===== src/rtl/wd_pkg.sv =====
package wd_pkg;
  parameter int unsigned MIN_EXP = 6;
  parameter int unsigned SEL_W   = 3;
  localparam int unsigned NUM_SEL = 1 << SEL_W;
  localparam int unsigned MAX_EXP = MIN_EXP + NUM_SEL - 1;
  localparam int unsigned CNT_W   = MAX_EXP;
  typedef logic [SEL_W-1:0] sel_t;
  typedef logic [CNT_W-1:0] cnt_t;
endpackage


===== src/rtl/wd_cfg.sv =====
module wd_cfg
  import wd_pkg::*;
(
  input  logic clk,
  input  logic rst,
  input  logic sel_wr_i,
  input  sel_t sel_i,
  input  logic dis_i,
  input  logic en_i,
  input  logic lock_i,
  output logic run_o,
  output logic lock_o,
  output sel_t sel_o,
  output logic restart_o
);
  logic run_q, lock_q;
  sel_t sel_q;
  logic guarded;

  // a lock arriving in the same cycle already guards the settings
  assign guarded   = lock_q | lock_i;
  assign restart_o = sel_wr_i & ~guarded;

  always_ff @(posedge clk) begin
    if (rst) begin
      run_q  <= 1'b1;
      lock_q <= 1'b0;
      sel_q  <= sel_t'(NUM_SEL - 1);
    end else begin
      if (lock_i) lock_q <= 1'b1;
      if (en_i || lock_i) run_q <= 1'b1;
      else if (dis_i && !guarded) run_q <= 1'b0;
      if (restart_o) sel_q <= sel_i;
    end
  end

  assign run_o  = run_q;
  assign lock_o = lock_q;
  assign sel_o  = sel_q;
endmodule


===== src/rtl/wd_cnt.sv =====
module wd_cnt
  import wd_pkg::*;
(
  input  logic clk,
  input  logic rst,
  input  logic tick_i,
  input  logic clear_i,
  input  logic run_i,
  input  sel_t sel_i,
  output logic expire_o
);
  cnt_t last_tbl [NUM_SEL];
  cnt_t cnt_q;
  logic hit;

  for (genvar g = 0; g < NUM_SEL; g++) begin : g_last
    assign last_tbl[g] = cnt_t'((1 << (MIN_EXP + g)) - 1);
  end

  assign hit = (cnt_q == last_tbl[sel_i]);

  always_ff @(posedge clk) begin
    if (rst) begin
      cnt_q    <= '0;
      expire_o <= 1'b0;
    end else begin
      expire_o <= 1'b0;
      if (clear_i || !run_i) begin
        cnt_q <= '0;
      end else if (tick_i) begin
        if (hit) begin
          cnt_q    <= '0;
          expire_o <= 1'b1;
        end else begin
          cnt_q <= cnt_q + 1'b1;
        end
      end
    end
  end
endmodule


===== src/rtl/lockable_watchdog.sv =====
module lockable_watchdog
  import wd_pkg::*;
(
  input  logic             clk,
  input  logic             rst,
  input  logic             tick_i,
  input  logic             kick_i,
  input  logic             sel_wr_i,
  input  logic [SEL_W-1:0] sel_i,
  input  logic             dis_i,
  input  logic             en_i,
  input  logic             lock_i,
  output logic             bark_o
);
  logic run_q, lock_q, restart;
  sel_t sel_q;

  wd_cfg u_cfg (
    .clk(clk), .rst(rst), .sel_wr_i(sel_wr_i), .sel_i(sel_i),
    .dis_i(dis_i), .en_i(en_i), .lock_i(lock_i),
    .run_o(run_q), .lock_o(lock_q), .sel_o(sel_q), .restart_o(restart)
  );

  wd_cnt u_cnt (
    .clk(clk), .rst(rst), .tick_i(tick_i), .clear_i(kick_i | restart),
    .run_i(run_q), .sel_i(sel_q), .expire_o(bark_o)
  );
endmodule


===== config.mk =====
export PLATFORM = sky130hd
export DESIGN_NAME = lockable_watchdog
export DESIGN_NICKNAME = d
export VERILOG_FILES = /design/src/rtl/wd_pkg.sv /design/src/rtl/wd_cfg.sv /design/src/rtl/wd_cnt.sv /design/src/rtl/lockable_watchdog.sv
export SDC_FILE = /design/constraint.sdc
export NUM_CORES = 1
export LEC_CHECK = 0
export BUFFER_PORTS_ARGS = -buffer_cell sky130_fd_sc_hd__buf_2
export CAP_MARGIN = 20
export CORE_UTILIZATION = 25
export DETAILED_ROUTE_END_ITERATION = 10
export PLACE_DENSITY = 0.47
export SYNTH_ARGS = -nofsm -noshare
export SYNTH_HDL_FRONTEND = slang
export SYNTH_SLANG_ARGS = --single-unit
export TNS_END_PERCENT = 5

===== constraint.sdc =====
create_clock -name clk -period 1.7 [get_ports clk]
set_clock_uncertainty 0.2 [all_clocks]
set_input_delay 0.085 -clock clk [delete_from_list [all_inputs] [get_ports clk]]
set_output_delay 0.085 -clock clk [all_outputs]
set_load 0.02 [all_outputs]

==> flow_summary.ini <==
[sta]
whs_ns = -0.0698
finalCriticalPeriod_ns = 1.82
worst_pin_slew_ns = 0.358
final_hold_viol_count = 1
final.setup.tns_ns = -1.25
slew_headroom = 0.759
fmax_mhz = 548
fin_crit_sh = 1.07
finalSetupViolCount = 11
report.final.slew_viol_count = 0
rsz0062_at_grt = true
setup_slack_ns = -0.125

[final_layout]
drive_above_1_share = 0.303
areaGrowthSynthToFinish_pct = 49.7
fin_util = 0.404
antenna_cells = 0
final_common_cell = nor2_1
final_cell_mix = nor2_1, buf_4, dfxtp_1
nNetsFinal = 165
final_cells = 198

[floorplan]
dieArea_sq_um = 3960
rows = 21
fp.dieW_um = 62.9
core_sq_um = 3440
fp.dieH_um = 62.9
io_pins = 12
start_util = 0.270

[clock_network]
clock-sinks = 19
clk_pin_slew_ns = 0.07
cts_buffers = 3
cts_tree = yes
clk_latency_ns = 0.26
h-tree-depth = 1
cts_hold_buffers = 11
cts_buffer_depth = 2
cts-root-buf = clkbuf_8

[power]
power_mw = 0.882
irDropWorstVdd_mv = 0.284
combPwrFrac = 0.111
seq_power_share = 0.528
intPower_mw = 0.679
clockPowerShare = 0.361
power_per_cell_area_nw_per_um2 = 634
leakage_nw = 0.539
switchingPower_mw = 0.203
p_sw_frac = 0.230

[detailed_routing]
via_count = 878
wl_per_cell_um = 11.3
dr.first_iter.drc_count = 13
vias_per_cell = 4.43
firstDrtPassIters = 4
ant_nets = 0
routed_wl_um = 2240
drc = 0

[logic_synthesis]
synth_cells = 108
synth_mux_area_frac = 0.0108
synth_top_family_by_area = simple AND/OR/NAND/NOR gates
ys_seq_area_frac = 0.410
synth_adder_area_share = 0.0135
ys_seq_elements = 19
synth_cell_types = 32
syn_nets = 120
synth_xor_area_frac = 0.123
synth-simple-area-share = 0.321
ys_warn_count = 0
syn_area_per_cell_sq_um = 8.60
synth_compound_area_frac = 0.0943
synth_area_sq_um = 928

[setup_path]
required_ns = 1.65
path_buf_inv = 1
crit_type = reg2reg
crit_slowest_cell = dfxtp_2
critPathMaxFanout = 6
cp-end-kind = register
path_cells = ha_4 > and3_4 > and4_4 > nand2_4 > o41ai_4 > buf_4 > nor2_1
worstSetupStartpointType = register
worstPathArrival_ns = 1.78
slowest_delay_ns = 0.36
critPathTopFamily = simple AND/OR/NAND/NOR gates

[placement]
place_congestion = 0.732
place_inst = 183
io_buffer_count = 11
place_hpwl_um = 1630

[grt]
grt_pass1_wl_um = 4020
grt_max_degree = 12
grt_overflow = 0
grt_pass1_vias = 932
grt_usage = 0.129
antenna_found_initial = 0

[min_path]
min_path_type = in2reg

[job]
drv_cap = 0

[outcome]
outcome = finished, violations left
violations = hold timing, setup timing
-- flip-flops by register name (all words and copies together) (netlist names) --
signal,cells
u_cnt.cnt_q,13
u_cfg.lock_o,1
u_cfg.run_o,1
u_cfg.sel_o,3
u_cnt.expire_o,1
-- power by group through the flow --
stage / clock [mW] / combinational, mW / sequential [mW]
after global placement: 0 / 0.0753 / 0.474
after CTS: 0.323 / 0.0959 / 0.464
after detailed placement: 0 / 0.0760 / 0.475
after global routing: 0.353 / 0.107 / 0.467
final: 0.318 / 0.0980 / 0.465
after floorplan: 0 / 0.0443 / 0.470
-- stage by stage --
| step | cell area, sq um | setup slack (ns) |
|---|---|---|
| after floorplan | 960 | -0.0739 |
| final | 1390 | -0.125 |
| after detailed placement | 1210 | -0.127 |
| after global routing | 1390 | -0.198 |
| after CTS | 1360 | -0.146 |
| after global placement | 1210 | -0.116 |
-- cells by family (layout without fill, tap and decap cells) --
| logic type | after synthesis | in the layout |
|---|---|---|
| simple gates | 58 | 58 |
| flops | 19 | 19 |
| xor+xnor | 13 | 13 |
| compound gates | 11 | 11 |
| buf+inv | 5 | 49 |
| fa+ha+maj | 1 | 1 |
| mux | 1 | 1 |
-- path summary, 6_finish.rpt --
path | endpoint | cells past startpoint | slack, ns | from
hold reg to reg | u_cfg.run_o | 2 | 0.30 | u_cfg.run_o
setup reg to reg | u_cnt.cnt_q[0] | 7 | -0.12 | u_cnt.cnt_q[1]
setup / recovery | u_cnt.cnt_q[0] | 7 | -0.12 | u_cnt.cnt_q[1]
hold / removal | u_cnt.expire_o | 3 | -0.07 | kick_i
-- Yosys cell counts --
master / n / area [sq um]
nor3_1: 4 / 20.0
nor4b_1: 3 / 26.3
a21oi_1: 1 / 5.00
ha_1: 1 / 12.5
xnor2_1: 7 / 61.3
a311oi_1: 1 / 8.76
nor3b_1: 1 / 7.51
nor4_1: 1 / 6.26
or4b_2: 1 / 10.0
o21a_1: 1 / 7.51
mux2i_1: 1 / 10.0
xor2_1: 6 / 52.6
nand2_1: 11 / 41.3
nand2_2: 1 / 6.26
nand3_1: 2 / 10.0
o21ai_0: 3 / 15.0
and2_1: 1 / 6.26
a2bb2oi_1: 1 / 8.76
nor2b_1: 2 / 12.5
inv_1: 3 / 11.3
and3_4: 1 / 11.3
and2b_1: 2 / 15.0
nor2_1: 23 / 86.3
and3b_1: 1 / 8.76
nand4_1: 2 / 12.5
nand2b_1: 1 / 6.26
clkbuf_1: 1 / 3.75
dfxtp_1: 19 / 380
a211o_1: 3 / 26.3
and4_4: 1 / 11.3
o41ai_2: 1 / 16.3
buf_6: 1 / 11.3
-- worst reg2reg max path, delay by kind of cell, from the launching register on --
kind	cells	cell delay [ns]
DFF	1	0.36
adders and majority gates	1	0.13
buffers and inverters	1	0.20
and+or+nand+nor	4	0.54
AOI/OAI and AO/OA	1	0.30
-- per-layer routing --
metal	track usage	wire, um	part of all wire
met1	0.145	1010	0.45
met2	0.235	1150	0.51
met3	0.0219	41	0.018
met4	0.0552	38	0.017
met5	0	0	0
-- what timing repair did --
| item | CTS | global route |
|---|---|---|
| pin swaps | 0 | 1 |
| buffers inserted | 0 | 0 |
| endpoints found under the setup margin | 12 | 12 |
| gates cloned | 0 | 0 |
| gates resized for setup | 0 | 5 |
| endpoints found under the hold margin | 8 | 1 |
-- final cells by class --
| type | count | area, sq um |
|---|---|---|
| Sequential cell | 19 | 384 |
| Timing Repair Buffer | 42 | 315 |
| Clock buffer | 3 | 41.3 |
| Fill cell | 346 | 2050 |
| Tap cell | 46 | 57.6 |
| Inverter | 3 | 11.3 |
| Clock inverter | 1 | 5.00 |
| Multi-Input combinational cell | 84 | 576 |
(Power assumes the default switching activity.)
